<file path="src/rtl/ptw_pkg.sv">
package ptw_pkg;

  localparam int unsigned PTE_W         = 64;
  localparam int unsigned PTE_LOG_BYTES = 3;

  localparam int unsigned PTE_V   = 0;
  localparam int unsigned PTE_R   = 1;
  localparam int unsigned PTE_W_B = 2;
  localparam int unsigned PTE_X   = 3;
  localparam int unsigned PTE_U   = 4;
  localparam int unsigned PTE_G   = 5;
  localparam int unsigned PTE_A   = 6;
  localparam int unsigned PTE_D   = 7;
  localparam int unsigned PPN_LSB = 10;

  typedef enum logic [1:0] {
    ACC_LOAD  = 2'd0,
    ACC_STORE = 2'd1,
    ACC_FETCH = 2'd2
  } acc_e;

  typedef enum logic [2:0] {
    ST_OK       = 3'd0,
    ST_BUS_ERR  = 3'd1,
    ST_BAD_PTE  = 3'd2,
    ST_MISALIGN = 3'd3,
    ST_DENIED   = 3'd4,
    ST_NEED_AD  = 3'd5
  } walk_st_e;

  typedef enum logic [2:0] {
    W_IDLE,
    W_RD_REQ,
    W_RD_WAIT,
    W_WR_REQ,
    W_WR_WAIT,
    W_DONE
  } walk_state_e;

endpackage

</file>
<file path="src/rtl/ptw_index.sv">
module ptw_index #(
  parameter int unsigned LEVELS = 4,
  parameter int unsigned IDX_W  = 9,
  parameter int unsigned PA_W   = 56,
  localparam int unsigned VPN_W = LEVELS * IDX_W,
  localparam int unsigned LVL_W = (LEVELS > 1) ? $clog2(LEVELS) : 1
) (
  input  logic [VPN_W-1:0] vpn,
  input  logic [LVL_W-1:0] lvl,
  input  logic [PA_W-1:0]  base,
  output logic [PA_W-1:0]  pte_addr
);

  logic [LEVELS-1:0] hit;
  logic [IDX_W-1:0]  sel;

  for (genvar g = 0; g < LEVELS; g++) begin : g_hit
    assign hit[g] = (lvl == LVL_W'(g));
  end

  always_comb begin
    sel = '0;
    for (int i = 0; i < LEVELS; i++) begin
      if (hit[i]) sel = vpn[i*IDX_W +: IDX_W];
    end
  end

  assign pte_addr = base + (PA_W'(sel) << ptw_pkg::PTE_LOG_BYTES);

endmodule

</file>
<file path="src/rtl/ptw_leaf.sv">
module ptw_leaf
  import ptw_pkg::*;
#(
  parameter int unsigned LEVELS = 4,
  parameter int unsigned IDX_W  = 9,
  parameter int unsigned PPN_W  = 44,
  localparam int unsigned VPN_W = LEVELS * IDX_W,
  localparam int unsigned LVL_W = (LEVELS > 1) ? $clog2(LEVELS) : 1
) (
  input  logic [PTE_W-1:0] pte,
  input  logic [LVL_W-1:0] lvl,
  input  logic [VPN_W-1:0] vpn,
  input  logic [1:0]       acc,
  input  logic             user,
  input  logic             mxr,
  input  logic             sum,
  output logic             bad,
  output logic             ptr,
  output logic             denied,
  output logic             misalign,
  output logic             need_upd,
  output logic [PPN_W-1:0] ppn_out,
  output logic [PTE_W-1:0] upd_pte
);

  logic r, w, x, u, right_ok, priv_ok, store;
  logic [PPN_W-1:0] ppn, mask;
  logic [PPN_W-1:0] mask_tab [LEVELS];

  assign r     = pte[PTE_R];
  assign w     = pte[PTE_W_B];
  assign x     = pte[PTE_X];
  assign u     = pte[PTE_U];
  assign ppn   = pte[PPN_LSB +: PPN_W];
  assign store = (acc == ACC_STORE);

  // Large-page masks: level g leaves its low g*IDX_W PPN bits to the VPN.
  for (genvar g = 0; g < LEVELS; g++) begin : g_mask
    assign mask_tab[g] = (PPN_W'(1) << (g * IDX_W)) - PPN_W'(1);
  end

  always_comb begin
    mask = '0;
    for (int i = 0; i < LEVELS; i++) begin
      if (lvl == LVL_W'(i)) mask = mask_tab[i];
    end
  end

  always_comb begin
    unique case (acc)
      ACC_LOAD:  right_ok = r | (mxr & x);
      ACC_STORE: right_ok = w;
      ACC_FETCH: right_ok = x;
      default:   right_ok = 1'b0;
    endcase
  end

  assign priv_ok  = user ? u : (!u || (sum && acc != ACC_FETCH));
  assign bad      = !pte[PTE_V] || (w && !r);
  assign ptr      = !r && !w && !x;
  assign denied   = !(right_ok && priv_ok);
  assign misalign = |(ppn & mask);
  assign ppn_out  = ppn | (PPN_W'(vpn) & mask);
  assign need_upd = !pte[PTE_A] || (store && !pte[PTE_D]);

  always_comb begin
    upd_pte = pte;
    upd_pte[PTE_A] = 1'b1;
    if (store) upd_pte[PTE_D] = 1'b1;
  end

endmodule

</file>
<file path="src/rtl/sv48_walker.sv">
module sv48_walker
  import ptw_pkg::*;
#(
  parameter int unsigned LEVELS = 4,
  parameter int unsigned IDX_W  = 9,
  parameter int unsigned OFS_W  = 12,
  parameter int unsigned PA_W   = 56,
  localparam int unsigned VPN_W = LEVELS * IDX_W,
  localparam int unsigned VA_W  = VPN_W + OFS_W,
  localparam int unsigned PPN_W = PA_W - OFS_W,
  localparam int unsigned LVL_W = (LEVELS > 1) ? $clog2(LEVELS) : 1
) (
  input  logic             clk,
  input  logic             rst_n,
  input  logic             req_valid,
  output logic             req_ready,
  input  logic [VA_W-1:0]  req_vaddr,
  input  logic [1:0]       req_access,
  input  logic             req_user,
  input  logic             req_mxr,
  input  logic             req_sum,
  input  logic [PA_W-1:0]  req_root,
  input  logic             upd_enable,
  output logic             mem_req_valid,
  input  logic             mem_req_ready,
  output logic [PA_W-1:0]  mem_req_addr,
  output logic             mem_req_write,
  output logic [63:0]      mem_req_wdata,
  input  logic             mem_rsp_valid,
  input  logic             mem_rsp_err,
  input  logic [63:0]      mem_rsp_rdata,
  output logic             rsp_valid,
  input  logic             rsp_ready,
  output logic [2:0]       rsp_status,
  output logic [PA_W-1:0]  rsp_paddr,
  output logic [63:0]      rsp_pte,
  output logic [PA_W-1:0]  rsp_pte_addr,
  output logic [LVL_W-1:0] rsp_level,
  output logic             rsp_global
);

  walk_state_e      state;
  walk_st_e         status_q;
  logic [VA_W-1:0]  va_q;
  logic [1:0]       acc_q;
  logic             user_q, mxr_q, sum_q, glob_q;
  logic [PA_W-1:0]  base_q, pte_addr, paddr_q;
  logic [LVL_W-1:0] lvl_q;
  logic [PTE_W-1:0] pte_q, upd_pte;
  logic             bad, ptr, denied, misalign, need_upd;
  logic [PPN_W-1:0] ppn_out;

  ptw_index #(.LEVELS(LEVELS), .IDX_W(IDX_W), .PA_W(PA_W)) u_index (
    .vpn      (va_q[VA_W-1:OFS_W]),
    .lvl      (lvl_q),
    .base     (base_q),
    .pte_addr (pte_addr)
  );

  ptw_leaf #(.LEVELS(LEVELS), .IDX_W(IDX_W), .PPN_W(PPN_W)) u_leaf (
    .pte      (mem_rsp_rdata),
    .lvl      (lvl_q),
    .vpn      (va_q[VA_W-1:OFS_W]),
    .acc      (acc_q),
    .user     (user_q),
    .mxr      (mxr_q),
    .sum      (sum_q),
    .bad      (bad),
    .ptr      (ptr),
    .denied   (denied),
    .misalign (misalign),
    .need_upd (need_upd),
    .ppn_out  (ppn_out),
    .upd_pte  (upd_pte)
  );

  always_ff @(posedge clk) begin
    if (!rst_n) begin
      state    <= W_IDLE;
      status_q <= ST_OK;
      va_q     <= '0;
      acc_q    <= '0;
      user_q   <= 1'b0;
      mxr_q    <= 1'b0;
      sum_q    <= 1'b0;
      glob_q   <= 1'b0;
      base_q   <= '0;
      lvl_q    <= '0;
      pte_q    <= '0;
      paddr_q  <= '0;
    end else begin
      unique case (state)
        W_IDLE: if (req_valid) begin
          va_q   <= req_vaddr;
          acc_q  <= req_access;
          user_q <= req_user;
          mxr_q  <= req_mxr;
          sum_q  <= req_sum;
          base_q <= req_root;
          lvl_q  <= LVL_W'(LEVELS - 1);
          glob_q <= 1'b0;
          state  <= W_RD_REQ;
        end
        W_RD_REQ: if (mem_req_ready) state <= W_RD_WAIT;
        W_RD_WAIT: if (mem_rsp_valid) begin
          glob_q <= glob_q | mem_rsp_rdata[PTE_G];
          state  <= W_DONE;
          if (mem_rsp_err) begin
            status_q <= ST_BUS_ERR;
          end else if (bad) begin
            status_q <= ST_BAD_PTE;
          end else if (ptr) begin
            if (lvl_q == '0) begin
              status_q <= ST_BAD_PTE;
            end else begin
              base_q <= {mem_rsp_rdata[PPN_LSB +: PPN_W], {OFS_W{1'b0}}};
              lvl_q  <= lvl_q - LVL_W'(1);
              state  <= W_RD_REQ;
            end
          end else if (denied) begin
            status_q <= ST_DENIED;
          end else if (misalign) begin
            status_q <= ST_MISALIGN;
          end else begin
            paddr_q <= {ppn_out, va_q[OFS_W-1:0]};
            if (!need_upd) begin
              pte_q    <= mem_rsp_rdata;
              status_q <= ST_OK;
            end else if (!upd_enable) begin
              status_q <= ST_NEED_AD;
            end else begin
              pte_q <= upd_pte;
              state <= W_WR_REQ;
            end
          end
        end
        W_WR_REQ: if (mem_req_ready) state <= W_WR_WAIT;
        W_WR_WAIT: if (mem_rsp_valid) begin
          status_q <= mem_rsp_err ? ST_BUS_ERR : ST_OK;
          state    <= W_DONE;
        end
        W_DONE: if (rsp_ready) state <= W_IDLE;
        default: state <= W_IDLE;
      endcase
    end
  end

  assign req_ready     = (state == W_IDLE);
  assign mem_req_valid = (state == W_RD_REQ) || (state == W_WR_REQ);
  assign mem_req_write = (state == W_WR_REQ);
  assign mem_req_addr  = pte_addr;
  assign mem_req_wdata = pte_q;
  assign rsp_valid     = (state == W_DONE);
  assign rsp_status    = status_q;
  assign rsp_paddr     = paddr_q;
  assign rsp_pte       = pte_q;
  assign rsp_pte_addr  = pte_addr;
  assign rsp_level     = lvl_q;
  assign rsp_global    = glob_q;

endmodule

</file>
<file path="config.mk">
export PLATFORM = sky130hd
export DESIGN_NAME = sv48_walker
export DESIGN_NICKNAME = d
export VERILOG_FILES = /design/src/rtl/ptw_pkg.sv /design/src/rtl/ptw_index.sv /design/src/rtl/ptw_leaf.sv /design/src/rtl/sv48_walker.sv
export SDC_FILE = /design/constraint.sdc
export NUM_CORES = 1
export LEC_CHECK = 0
export ABC_AREA = 1
export CAP_MARGIN = 20
export CORE_AREA = 2 2 188 190
export DETAILED_ROUTE_END_ITERATION = 12
export DIE_AREA = 0 0 190 192
export DONT_BUFFER_PORTS = 1
export PLACE_DENSITY = 0.48
export SYNTH_ARGS = -nofsm -noshare
export SYNTH_HDL_FRONTEND = slang
export SYNTH_SLANG_ARGS = --single-unit
</file>
<file path="constraint.sdc">
create_clock -name clk -period 5.8 [get_ports clk]
set_input_delay 0.87 -clock clk [delete_from_list [all_inputs] [get_ports clk]]
set_output_delay 0.87 -clock clk [all_outputs]
set_load 0.01 [all_outputs]
</file>
==> run metrics <==
status=complete, no violations; port bufs=0; Iter 0 DRT Violations=roughly 840; fin nets=1838; Clk Latency, worst-skew pair=0.55 ns; Yosys reg bits=238; crit end category=output port; fraction of registers with async set/reset=0%; CTS Buffer Depth=3; Synth Cell Area=12400 sq um; Worst Path Arrival=4.53 ns; clk root buf=clkbuf_16; Multi-input gate area=5560 sq um; total global-route track usage=25.7%; max cap viols=0; fillers=3752; final WL=48.5 mm; Clk pin slew, worst setup/hold paths=0.06 ns; ratio of cells with drive above 1 in the final layout=between 4 and 5%; WS Path Type=flip-flop to output port; Tcrit/Tclk final=93.2%; number of CTS-inserted buffers=29; CTS Sinks=238; Yosys cell types=39; Lkg Pwr=5.29 nW; initial antenna violation count=4; Die W=roughly 190 microns; ys flop type=dfxtp_1; global-route wire length before repair=70.2 mm; fmax=185 MHz; wire per inst=between 20 and 25 microns; sequential area share after synthesis=38.4%; Area growth syn-to-layout=2.49%; VDD IR max=0.408 mV; Finish-stage setup viols=0; Initial Util=36.2%; Slew @ Worst Pin=roughly 0.97 ns; number of global-route vias before repair=10.6k; DR vias=11.1k; Avg Cell Area, Syn=between 6 and 7 sq um; Slew Viols, Final=0; Mapped Nets=2001; CTS tree=done; routed vias/inst=around 5.2; Critical Path RT=4.93 ns; dpl hpwl=36.4 mm; setup TNS=0 ns; core area=34300 sq um; DIE HEIGHT=192 microns; I/O pin total=487; DP Area=~12000 sq um; clk_skew=0.0134 ns; Remaining DRCs=0; WHS=0.457 ns; Initial DRT Pass Iterations=5; Hold Violations, Final=0; Worst Hold Class=input pin to flip-flop; FP Rows=68; Post-synth EDFFs=0; H-tree depth=1; crit start category=flip-flop; die area=36500 sq um; worst-path fanout max=10; GR Overflow Total=0; RSZ-0062 raised after global routing=false; ANT cells=0; register area=4760 sq um; gpl congestion=0.920; largest net degree at the start of global routing=223; Pwr Density=473 nW/um^2; cts hold-fix bufs=0; Syn Inst Count=1805; minimum clock period=5.40 ns; Yosys Warn Count=0; remaining antenna violation count=0; post-route cell area=12700 sq um; Slew HR=35.4%
## power breakdown
part           total (mW)  leakage (nW)  switching, mW  internal, mW
Clock                1.82         0.456          0.722          1.10
Sequential           2.33          1.94          0.411          1.92
Combinational        1.87          2.89           1.36         0.504
Total                6.01          5.29           2.50          3.52
## cells by family after synthesis
family	count (synthesis)	share of synthesized area, %
AO/OA/AOI/OAI	400	17.2
flip-flops	238	38.4
adder cells (fa/ha/maj)	15	1.57
buffers and inverters	414	16.9
AND/OR/NAND/NOR	690	22.6
XOR/XNOR	48	3.39
## layer usage
metal,vias up,GRT usage (%),part of all wire (%)
met5,-,0,0.074
met4,6,5.61,1.9
met3,64,7.03,8.7
met2,467,43.1,47
met1,5195,32.9,42
li1,5364,-,-
## repair_timing
action | in CTS | in global routing
setup buffers | 0 | 0
gates resized for setup | 0 | 2
endpoints found under the setup margin | 0 | 26
## layout by cell type, fill, tap and decap left out, types with 9 or more instances in the layout
master     Yosys  final
nand2_1      373    373
dfxtp_1      238    238
nor2_1       216    215
inv_1        191    191
a21oi_1      154    154
o21ai_0      134    134
a31oi_1       46     46
o21ai_1       41     41
nand3_1       39     39
clkbuf_16      0     29
xor2_1        26     26
nand4_1       22     22
xnor2_1       22     22
nor3_1        21     21
buf_4        135     17
ha_1          14     14
clkbuf_1      53     10
inv_2          9      9
## Yosys cell counts, types with 14 or more instances
library cell	instances	share of area (%)
a21oi_1	154	6.2
a31oi_1	46	2.3
buf_2	19	0.77
buf_4	135	8.2
clkbuf_1	53	1.6
dfxtp_1	238	38
ha_1	14	1.4
inv_1	191	5.8
nand2_1	373	11
nand3_1	39	1.6
nand4_1	22	1.1
nor2_1	216	6.5
nor3_1	21	0.85
o21ai_0	134	5.4
o21ai_1	41	1.7
xnor2_1	22	1.6
xor2_1	26	1.8
## final timing paths
path | endpoint | depth (start not counted) | start | slack (ns)
setup / recovery | rsp_pte_addr[49] | 16 | rsp_level[1] | 0.40
hold / removal | va_q[26] | 2 | req_vaddr[26] | 0.46
setup reg to reg | rsp_paddr[44] | 12 | rsp_level[0] | 1.97
hold reg to reg | base_q[3] | 2 | base_q[3] | 0.47
## worst max-delay path: stages (launching register included)
cell and delay (ns):
dfxtp_1 0.47, inv_1 0.13, ha_1 0.34, nor2_2 0.37, a22oi_1 0.11, a221oi_1 0.58, ha_1 0.33, nand2_1 0.14
nor2_1 0.17, nand2_1 0.07, o211ai_1 0.20, nand2_1 0.09, nand2_1 0.16, nand2_1 0.18, inv_1 0.12, nand2_1 0.07
xnor2_1 0.44
## registers in the layout, indices dropped and copies added (netlist names)
name,count
base_q,56
state,3
rsp_status,3
mem_req_wdata,64
mxr_q,1
user_q,1
sum_q,1
rsp_paddr,56
acc_q,2
rsp_level,2
va_q,48
rsp_global,1
## per-stage QoR
stage               power [mW]  setup slack [ns]  util (%)  instances
finish                    6.01             0.396      37.1       2117
global route              6.36            0.0783      37.1       2117
CTS                       6.05             0.144      37.1       2117
detailed placement        4.22             0.729      34.3       2066
global placement          4.20             0.886      34.3       2066
floorplan                 3.84              1.57         -       1805
## cell type report
class | instances | area share (%)
Tap cell | 455 | 4.47
Timing Repair Buffer | 17 | 1.00
Multi-Input combinational cell | 1153 | 43.7
Sequential cell | 238 | 37.5
Inverter | 203 | 5.99
Clock buffer | 46 | 6.76
Clock inverter | 5 | 0.639
No activity file was read; power rests on OpenSTA's default activity.
